## src/rtl/nor_seq_pkg.sv

```systemverilog
package nor_seq_pkg;

  localparam int BYTE_W = 8;
  typedef logic [BYTE_W-1:0] byte_t;

  typedef enum logic [0:0] {OP_PROG = 1'b0, OP_ERASE = 1'b1} op_kind_t;

  // command bytes
  localparam byte_t CMD_KEY1      = 8'hAA;
  localparam byte_t CMD_KEY2      = 8'h55;
  localparam byte_t CMD_PROG      = 8'hA0;
  localparam byte_t CMD_ERS_SETUP = 8'h80;
  localparam byte_t CMD_BYP_ENTER = 8'h20;
  localparam byte_t CMD_ERS_CHIP  = 8'h10;
  localparam byte_t CMD_ERS_SECT  = 8'h30;
  localparam byte_t CMD_BYP_EXIT1 = 8'h90;
  localparam byte_t CMD_BYP_EXIT2 = 8'h00;

  // full-width unlock addresses, truncated to the array address width
  localparam logic [15:0] KEY1_ADDR_FULL = 16'h0555;
  localparam logic [15:0] KEY2_ADDR_FULL = 16'h02AA;

  // programming can only clear bits
  function automatic byte_t prog_merge(byte_t old_w, byte_t wr_w);
    return old_w & wr_w;
  endfunction

  // polling word returned by reads while busy
  function automatic byte_t poll_word(op_kind_t k, byte_t d);
    byte_t s;
    s = '0;
    if (k == OP_PROG) s[BYTE_W-1] = ~d[BYTE_W-1];
    return s;
  endfunction

  function automatic int max4(int a, int b, int c, int d);
    int m;
    m = a;
    if (b > m) m = b;
    if (c > m) m = c;
    if (d > m) m = d;
    return m;
  endfunction

endpackage

```

## src/rtl/nor_cmd_decode.sv

```systemverilog
module nor_cmd_decode
  import nor_seq_pkg::*;
#(
  parameter int ADDR_W   = 6,
  parameter int NUM_SECT = 4
) (
  input  logic                clk,
  input  logic                rst_n,
  input  logic                wr_en,
  input  logic                busy,
  input  logic [ADDR_W-1:0]   addr,
  input  byte_t               din,
  output logic                cmd_valid,
  output op_kind_t            cmd_kind,
  output logic [ADDR_W-1:0]   cmd_addr,
  output byte_t               cmd_data,
  output logic [NUM_SECT-1:0] cmd_sel
);
  localparam int SECT_W = $clog2(NUM_SECT);
  localparam logic [ADDR_W-1:0] KEY1_A = ADDR_W'(KEY1_ADDR_FULL);
  localparam logic [ADDR_W-1:0] KEY2_A = ADDR_W'(KEY2_ADDR_FULL);

  typedef enum logic [3:0] {
    ST_READ, ST_KEY1, ST_KEY2, ST_PGM_DATA,
    ST_ERS_A, ST_ERS_B, ST_ERS_C,
    ST_BYP, ST_BYP_DATA, ST_BYP_EXIT
  } dec_state_t;

  dec_state_t st, nxt;

  // named decode events
  logic acc_wr;
  logic hit_key1, hit_key2, hit_prog, hit_ers, hit_byp, hit_chip;
  logic hit_sect, hit_bprog, hit_bx1, hit_bx2;
  logic in_bypass;

  assign acc_wr    = wr_en & ~busy;
  assign hit_key1  = (din == CMD_KEY1)      && (addr == KEY1_A);
  assign hit_key2  = (din == CMD_KEY2)      && (addr == KEY2_A);
  assign hit_prog  = (din == CMD_PROG)      && (addr == KEY1_A);
  assign hit_ers   = (din == CMD_ERS_SETUP) && (addr == KEY1_A);
  assign hit_byp   = (din == CMD_BYP_ENTER) && (addr == KEY1_A);
  assign hit_chip  = (din == CMD_ERS_CHIP)  && (addr == KEY1_A);
  assign hit_sect  = (din == CMD_ERS_SECT);
  assign hit_bprog = (din == CMD_PROG);
  assign hit_bx1   = (din == CMD_BYP_EXIT1);
  assign hit_bx2   = (din == CMD_BYP_EXIT2);
  assign in_bypass = (st == ST_BYP) || (st == ST_BYP_DATA) || (st == ST_BYP_EXIT);

  assign cmd_addr = addr;
  assign cmd_data = din;

  always_comb begin
    nxt       = st;
    cmd_valid = 1'b0;
    cmd_kind  = OP_PROG;
    cmd_sel   = '0;
    if (acc_wr) begin
      case (st)
        ST_READ:     if (hit_key1) nxt = ST_KEY1;
        ST_KEY1:     nxt = hit_key2 ? ST_KEY2 : ST_READ;
        ST_KEY2: begin
          if (hit_prog)     nxt = ST_PGM_DATA;
          else if (hit_ers) nxt = ST_ERS_A;
          else if (hit_byp) nxt = ST_BYP;
          else              nxt = ST_READ;
        end
        ST_PGM_DATA: begin
          cmd_valid = 1'b1;
          nxt       = ST_READ;
        end
        ST_ERS_A:    nxt = hit_key1 ? ST_ERS_B : ST_READ;
        ST_ERS_B:    nxt = hit_key2 ? ST_ERS_C : ST_READ;
        ST_ERS_C: begin
          nxt = ST_READ;
          if (hit_chip) begin
            cmd_valid = 1'b1;
            cmd_kind  = OP_ERASE;
            cmd_sel   = '1;
          end else if (hit_sect) begin
            cmd_valid = 1'b1;
            cmd_kind  = OP_ERASE;
            cmd_sel[addr[ADDR_W-1 -: SECT_W]] = 1'b1;
          end
        end
        ST_BYP: begin
          if (hit_bprog)    nxt = ST_BYP_DATA;
          else if (hit_bx1) nxt = ST_BYP_EXIT;
        end
        ST_BYP_DATA: begin
          cmd_valid = 1'b1;
          nxt       = ST_BYP;
        end
        ST_BYP_EXIT: nxt = hit_bx2 ? ST_READ : ST_BYP;
        default:     nxt = ST_READ;
      endcase
    end
  end

  always_ff @(posedge clk) begin
    if (!rst_n) st <= ST_READ;
    else        st <= nxt;
  end

  // bypass mode is only left through an accepted exit byte
  assert_bypass_exit_R11: assert property (@(posedge clk) disable iff (!rst_n)
    $fell(in_bypass) |-> $past(acc_wr && hit_bx2));

  // no erase can be launched from bypass mode
  assert_bypass_prog_only_R10: assert property (@(posedge clk) disable iff (!rst_n)
    (in_bypass && cmd_valid) |-> (cmd_kind == OP_PROG));

endmodule

```

## src/rtl/nor_op_engine.sv

```systemverilog
module nor_op_engine
  import nor_seq_pkg::*;
#(
  parameter int ADDR_W     = 6,
  parameter int NUM_SECT   = 4,
  parameter int PROG_CYC   = 40,
  parameter int ERASE_CYC  = 300,
  parameter int PPROT_CYC  = 250,
  parameter int EPROT_CYC  = 25000
) (
  input  logic                clk,
  input  logic                rst_n,
  input  logic                cmd_valid,
  input  op_kind_t            cmd_kind,
  input  logic [ADDR_W-1:0]   cmd_addr,
  input  byte_t               cmd_data,
  input  logic [NUM_SECT-1:0] cmd_sel,
  input  logic [NUM_SECT-1:0] sect_lock,
  output logic                busy,
  output logic                op_done,
  output op_kind_t            op_kind,
  output logic [ADDR_W-1:0]   op_addr,
  output byte_t               op_data,
  output logic [NUM_SECT-1:0] op_mask,
  output logic                op_blocked,
  output byte_t               status
);
  localparam int SECT_W  = $clog2(NUM_SECT);
  localparam int MAX_CYC = max4(PROG_CYC, ERASE_CYC, PPROT_CYC, EPROT_CYC);
  localparam int CNT_W   = $clog2(MAX_CYC + 1);

  logic [CNT_W-1:0]    cnt, run_len, len_q;
  logic [NUM_SECT-1:0] eff_sel;
  logic                blk_new;
  logic [CNT_W-1:0]    len_new;
  logic                start;

  function automatic logic [CNT_W-1:0] op_len(op_kind_t k, logic blk);
    if (k == OP_PROG) return blk ? CNT_W'(PPROT_CYC) : CNT_W'(PROG_CYC);
    return blk ? CNT_W'(EPROT_CYC) : CNT_W'(ERASE_CYC);
  endfunction

  assign start   = cmd_valid && !busy;
  assign eff_sel = cmd_sel & ~sect_lock;
  assign blk_new = (cmd_kind == OP_PROG) ? sect_lock[cmd_addr[ADDR_W-1 -: SECT_W]]
                                         : (eff_sel == '0);
  assign len_new = op_len(cmd_kind, blk_new);
  assign op_done = busy && (cnt == '0);
  assign status  = poll_word(op_kind, op_data);

  always_ff @(posedge clk) begin
    if (!rst_n) begin
      busy       <= 1'b0;
      cnt        <= '0;
      run_len    <= '0;
      len_q      <= '0;
      op_kind    <= OP_PROG;
      op_addr    <= '0;
      op_data    <= '0;
      op_mask    <= '0;
      op_blocked <= 1'b0;
    end else if (start) begin
      busy       <= 1'b1;
      cnt        <= len_new - 1'b1;
      len_q      <= len_new;
      run_len    <= '0;
      op_kind    <= cmd_kind;
      op_addr    <= cmd_addr;
      op_data    <= cmd_data;
      op_mask    <= (cmd_kind == OP_ERASE) ? eff_sel : '0;
      op_blocked <= blk_new;
    end else if (busy) begin
      run_len <= run_len + 1'b1;
      if (cnt == '0) busy <= 1'b0;
      else           cnt  <= cnt - 1'b1;
    end
  end

  // the decoder must not launch anything while an operation runs
  assert_no_cmd_busy_R12: assert property (@(posedge clk) disable iff (!rst_n)
    busy |-> !cmd_valid);

  // busy only rises because a command was accepted
  assert_busy_cause_R3: assert property (@(posedge clk) disable iff (!rst_n)
    $rose(busy) |-> $past(cmd_valid));

  // the last counted cycle ends the window
  assert_busy_ends_R3: assert property (@(posedge clk) disable iff (!rst_n)
    op_done |=> !busy);

  // the window never outlasts its programmed length
  assert_busy_bounded_R3: assert property (@(posedge clk) disable iff (!rst_n)
    busy |-> (run_len < len_q));

endmodule

```

## src/rtl/nor_array.sv

```systemverilog
module nor_array
  import nor_seq_pkg::*;
#(
  parameter int ADDR_W   = 6,
  parameter int NUM_SECT = 4
) (
  input  logic                clk,
  input  logic                rst_n,
  input  logic                rd_en,
  input  logic [ADDR_W-1:0]   rd_addr,
  input  logic                busy,
  input  byte_t               status,
  input  logic                op_done,
  input  op_kind_t            op_kind,
  input  logic [ADDR_W-1:0]   op_addr,
  input  byte_t               op_data,
  input  logic [NUM_SECT-1:0] op_mask,
  input  logic                op_blocked,
  output byte_t               dout
);
  localparam int WORDS  = 1 << ADDR_W;
  localparam int SECT_W = $clog2(NUM_SECT);
  localparam int SHIFT  = ADDR_W - SECT_W;

  byte_t            mem [WORDS];
  logic [WORDS-1:0] word_erase;
  logic             commit_prog, commit_erase;

  for (genvar w = 0; w < WORDS; w++) begin : g_erase_map
    assign word_erase[w] = op_mask[SECT_W'(w >> SHIFT)];
  end

  assign commit_prog  = op_done && !op_blocked && (op_kind == OP_PROG);
  assign commit_erase = op_done && (op_kind == OP_ERASE);

  always_ff @(posedge clk) begin
    if (!rst_n) begin
      for (int w = 0; w < WORDS; w++) mem[ADDR_W'(w)] <= '1;
    end else if (commit_prog) begin
      mem[op_addr] <= prog_merge(mem[op_addr], op_data);
    end else if (commit_erase) begin
      for (int w = 0; w < WORDS; w++)
        if (word_erase[ADDR_W'(w)]) mem[ADDR_W'(w)] <= '1;
    end
  end

  always_ff @(posedge clk) begin
    if (!rst_n)     dout <= '0;
    else if (rd_en) dout <= busy ? status : mem[rd_addr];
  end

  // a program may clear bits but never set one
  assert_prog_clears_only_R2: assert property (@(posedge clk) disable iff (!rst_n)
    (op_done && op_kind == OP_PROG) |=> ((mem[op_addr] & ~$past(mem[op_addr])) == '0));

  // a locked program leaves its word untouched
  assert_locked_prog_keeps_R7: assert property (@(posedge clk) disable iff (!rst_n)
    (op_done && op_blocked && op_kind == OP_PROG) |=> (mem[op_addr] == $past(mem[op_addr])));

endmodule

```

## src/rtl/nor_cmd_seq.sv

```systemverilog
module nor_cmd_seq
  import nor_seq_pkg::*;
#(
  parameter int ADDR_W    = 6,
  parameter int NUM_SECT  = 4,
  parameter int CLK_MHZ   = 250,
  parameter int PROG_CYC  = 40,
  parameter int ERASE_CYC = 300,
  parameter int PPROT_CYC = CLK_MHZ,
  parameter int EPROT_CYC = CLK_MHZ * 100
) (
  input  logic                clk,
  input  logic                rst_n,
  input  logic                wr_en,
  input  logic                rd_en,
  input  logic [ADDR_W-1:0]   addr,
  input  logic [7:0]          din,
  input  logic [NUM_SECT-1:0] sect_lock,
  output logic [7:0]          dout,
  output logic                busy_n
);
  logic                cmd_valid, busy, op_done, op_blocked;
  op_kind_t            cmd_kind, op_kind;
  logic [ADDR_W-1:0]   cmd_addr, op_addr;
  byte_t               cmd_data, op_data, status;
  logic [NUM_SECT-1:0] cmd_sel, op_mask;

  nor_cmd_decode #(.ADDR_W(ADDR_W), .NUM_SECT(NUM_SECT)) u_dec (
    .clk(clk), .rst_n(rst_n), .wr_en(wr_en), .busy(busy), .addr(addr), .din(din),
    .cmd_valid(cmd_valid), .cmd_kind(cmd_kind), .cmd_addr(cmd_addr),
    .cmd_data(cmd_data), .cmd_sel(cmd_sel)
  );

  nor_op_engine #(
    .ADDR_W(ADDR_W), .NUM_SECT(NUM_SECT), .PROG_CYC(PROG_CYC),
    .ERASE_CYC(ERASE_CYC), .PPROT_CYC(PPROT_CYC), .EPROT_CYC(EPROT_CYC)
  ) u_eng (
    .clk(clk), .rst_n(rst_n), .cmd_valid(cmd_valid), .cmd_kind(cmd_kind),
    .cmd_addr(cmd_addr), .cmd_data(cmd_data), .cmd_sel(cmd_sel), .sect_lock(sect_lock),
    .busy(busy), .op_done(op_done), .op_kind(op_kind), .op_addr(op_addr),
    .op_data(op_data), .op_mask(op_mask), .op_blocked(op_blocked), .status(status)
  );

  nor_array #(.ADDR_W(ADDR_W), .NUM_SECT(NUM_SECT)) u_arr (
    .clk(clk), .rst_n(rst_n), .rd_en(rd_en), .rd_addr(addr), .busy(busy),
    .status(status), .op_done(op_done), .op_kind(op_kind), .op_addr(op_addr),
    .op_data(op_data), .op_mask(op_mask), .op_blocked(op_blocked), .dout(dout)
  );

  assign busy_n = ~busy;

  // reads during an operation never expose a set bit 6..0
  assert_status_shape_R4: assert property (@(posedge clk) disable iff (!rst_n)
    ($past(rd_en) && $past(busy)) |-> (dout[6:0] == 7'd0));

endmodule

```

## config.mk

```make
export PLATFORM = sky130hd
export DESIGN_NAME = nor_cmd_seq
export DESIGN_NICKNAME = d
export VERILOG_FILES = /design/src/rtl/nor_seq_pkg.sv /design/src/rtl/nor_cmd_decode.sv /design/src/rtl/nor_op_engine.sv /design/src/rtl/nor_array.sv /design/src/rtl/nor_cmd_seq.sv
export SDC_FILE = /design/constraint.sdc
export NUM_CORES = 1
export LEC_CHECK = 0
export ABC_CLOCK_PERIOD_IN_PS = 3300
export BUFFER_PORTS_ARGS = -buffer_cell sky130_fd_sc_hd__buf_2
export CAP_MARGIN = 15
export CORE_ASPECT_RATIO = 1.5
export CORE_MARGIN = 2
export CORE_UTILIZATION = 40
export DETAILED_ROUTE_END_ITERATION = 10
export PLACE_DENSITY_LB_ADDON = 0.15
export RECOVER_POWER = 100
export SYNTH_ARGS = -nofsm -noshare
export SYNTH_HDL_FRONTEND = slang
export SYNTH_SLANG_ARGS = --single-unit
```

## constraint.sdc

```tcl
create_clock -name clk -period 3.3 [get_ports clk]
set_input_delay 0.99 -clock clk [delete_from_list [all_inputs] [get_ports clk]]
set_output_delay 0.99 -clock clk [all_outputs]
set_load 0.005 [all_outputs]
```

==> results.cfg <==
[route]
first_iter_violations = 2338
drc = 0
vias_per_cell = 6.35
first_pass_iters = 6
finalWirelength_um = 111000
routedWlPerCell_um = 30.5
ant_nets = 0
via_count = 23100

[grt]
grt_pass1_vias = 23300
grt-ovfl-total = 0
track_usage_pct = 28.3
antenna_found_initial = 1
grt_pass1_wl_um = 161000
grt_max_degree = 73

[worst_setup_path]
crit_end = u_arr.dout[1]
startpoint_type = input pin
crit_required_ps = 3810
crit_top_cell = nand3_1
end_kind = flop
startpoint = addr[3]
cp.arrival_ps = 3810
cp_cell_sequence = clkbuf_1 > clkbuf_4 > nor2b_1 > buf_12 > a22oi_1 > nand3_1 > o21ai_0 > o31ai_1 > nand3_1
worstSetupPathType = in2reg
setup.reg_to_reg.worst_slack_ps = 70
r2r-end = u_arr.mem[9][5]
cp_slowest_stage_delay_ps = 860
cp_slowest_cell = clkbuf_4
path_max_fanout = 49
r2r_cells = 7

[clock_network]
numCtsBuffers = 55
clkTransAtPathRegs_ps = 70
cts_tree = done
clockRootBuffer = clkbuf_16
insertion_delay_ps = 650
clock_path_buffers = 3
clock-sinks = 564
h-tree-depth = 2

[yosys]
syn_nets = 2506
synth_commonest_cells = nand3_1, edfxtp_1, mux2i_1
synth_top_area_cell = edfxtp_1
async_flop_share_pct = 0
syn_area_um2 = 30200
ys_seq_area_share_pct = 54.4
synth_edf_count = 512
synth_top_flop_cell = edfxtp_1
yosysUniqueCellTypes = 60
avgSynthCellArea_um2 = 12.2
synth_warnings = 0
synthesis.instances = 2483
synth_most_common_cell = nand3_1
ys_ff_latch = 564
ys_top_cells_by_area = edfxtp_1, mux2i_1, mux4_2
yosysTopAreaCellShare_pct = 51.0

[placement]
dpl_cell_area_um2 = 33500
port_buffers = 30
place.gp.congestion = 0.942
dp_hpwl_um = 77200
pre_cts_ws_ps = -91.5

[power_and_ir_drop]
peakVddDrop_mv = 0.344
leakagePower_nw = 9.31
power_density_nw_per_um2 = 425

[sta]
period_needed_ps = 3290
rsz0062_at_grt = no
fmax_ghz = 0.304
finClkSkew_ps = 28.6
finalSetupViolations = 0
slew_violations = 0
finalCritPeriodShare_pct = 99.8
tightest_slew_ps = 1080
setup_ws_ps = 5.43
finalHoldViolCount = 0
max_slew_margin_pct = 28.3
hold_slack_ps = 492

[die]
num_rows = 123
core_area_um2 = 74800
die_area_um2 = 77700
start_util_pct = 40.3
pin_count = 31
die_h_um = 340
die_x_um = 228

[outcome]
status = finished, final reports clean

[cells_and_area]
n_fill_cell = 6787
nets = 2621
layout-drive-gt1-share_pct = 20.0
stdcell_area_um2 = 35000
syn2layout_area_growth_pct = 16.0

[worst_hold_path]
hold_path.class = reg2reg
min_path_cells = 2

[run]
maxCapViolCount = 0
placed cells by master (no fill, tap or decap), types with 42 or more instances in the layout:
cell type	instances
mux2i_1	314
buf_4	140
o21ai_0	62
nor2_1	83
edfxtp_1	512
clkbuf_16	56
nand3_1	555
mux4_2	125
clkbuf_1	48
buf_12	51
a22oi_1	133
a21oi_1	47
nand2_1	104
dfxtp_1	51
clkbuf_2	42
what timing repair did:
action / in CTS / in global routing
endpoints found under the setup margin: 56 / 0
resized for setup: 1 / 0
setup buffers: 0 / 0
hold buffers: 0 / 0
worst max-delay path: cells and delay by family:
family,cells,cell delay (ps)
AND/OR/NAND/NOR,3,840
buffers and inverters,3,1190
AO/OA/AOI/OAI,3,750
cell families (layout without fill, tap and decap cells):
family / after synthesis / in the layout / synth area share (%)
compound gates: 358 / 358 / 7.73
mux: 448 / 448 / 20.1
xor+xnor: 8 / 8 / 0.232
flops: 564 / 564 / 54.4
fa+ha+maj: 1 / 1 / 0.0415
other cells: 0 / 1 / 0
simple gates: 853 / 853 / 14.0
buf+inv: 251 / 411 / 3.47
registers in the layout, summed over array words and instances, names as in the netlist, named ones only:
signal	count
u_eng.op_data	8
u_eng.op_kind	1
u_eng.op_blocked	1
u_eng.op_mask	2
u_eng.cnt	15
u_dec.st	4
u_eng.busy	1
u_eng.op_addr	6
u_arr.mem	512
u_arr.dout	8
worst min path at each step:
| stage | start | endpoint |
|---|---|---|
| 2_1_floorplan | u_eng.cnt[8] | u_eng.cnt[8] |
| 3_3_place_gp | u_eng.cnt[8] | u_eng.cnt[8] |
| 3_5_place_dp | u_eng.op_data[2] | u_eng.op_data[2] |
| 4_1_cts | u_eng.op_data[6] | u_eng.op_data[6] |
| 5_1_grt | u_eng.op_data[6] | u_eng.op_data[6] |
| 6_report | u_eng.op_data[6] | u_eng.op_data[6] |
metrics by stage:
stage / total power, W / std cells / setup TNS (ps) / utilization (%)
detailed placement: 0.00862 / 3541 / -943 / 44.8
CTS: 0.0150 / 3643 / 0 / 47.2
floorplan: 0.00831 / 2483 / -23530 / -
global placement: 0.00862 / 3541 / -70.8 / 44.8
finish: 0.0149 / 3644 / 0 / 46.8
global route: 0.0152 / 3643 / 0 / 46.8
final cells by class:
cell class	instances	area, um2	area share [%]
Multi-Input combinational cell	1668	12900	36.8
Tap cell	1000	1250	3.58
Clock inverter	32	302	0.862
Timing Repair Buffer	300	2620	7.50
Sequential cell	564	16400	46.9
Antenna cell	1	2.50	0.00715
Inverter	9	33.8	0.0965
Clock buffer	70	1480	4.22
layer usage:
metal | share of wire [%] | global-route usage (%) | vias up
li1 | - | - | 9974
met1 | 36 | 32.4 | 11900
met2 | 51 | 50.8 | 1037
met3 | 5.7 | 3.43 | 272
met4 | 6.6 | 16.4 | 0
met5 | 0 | 0 | -
power by group:
part | internal (W) | leakage (nW) | switching (W)
clock | 0.00356 | 0.871 | 0.00288
sequential | 0.00777 | 3.88 | 0.0000211
combinational | 0.000206 | 4.55 | 0.000450
No activity file was read; power rests on OpenSTA's default activity.
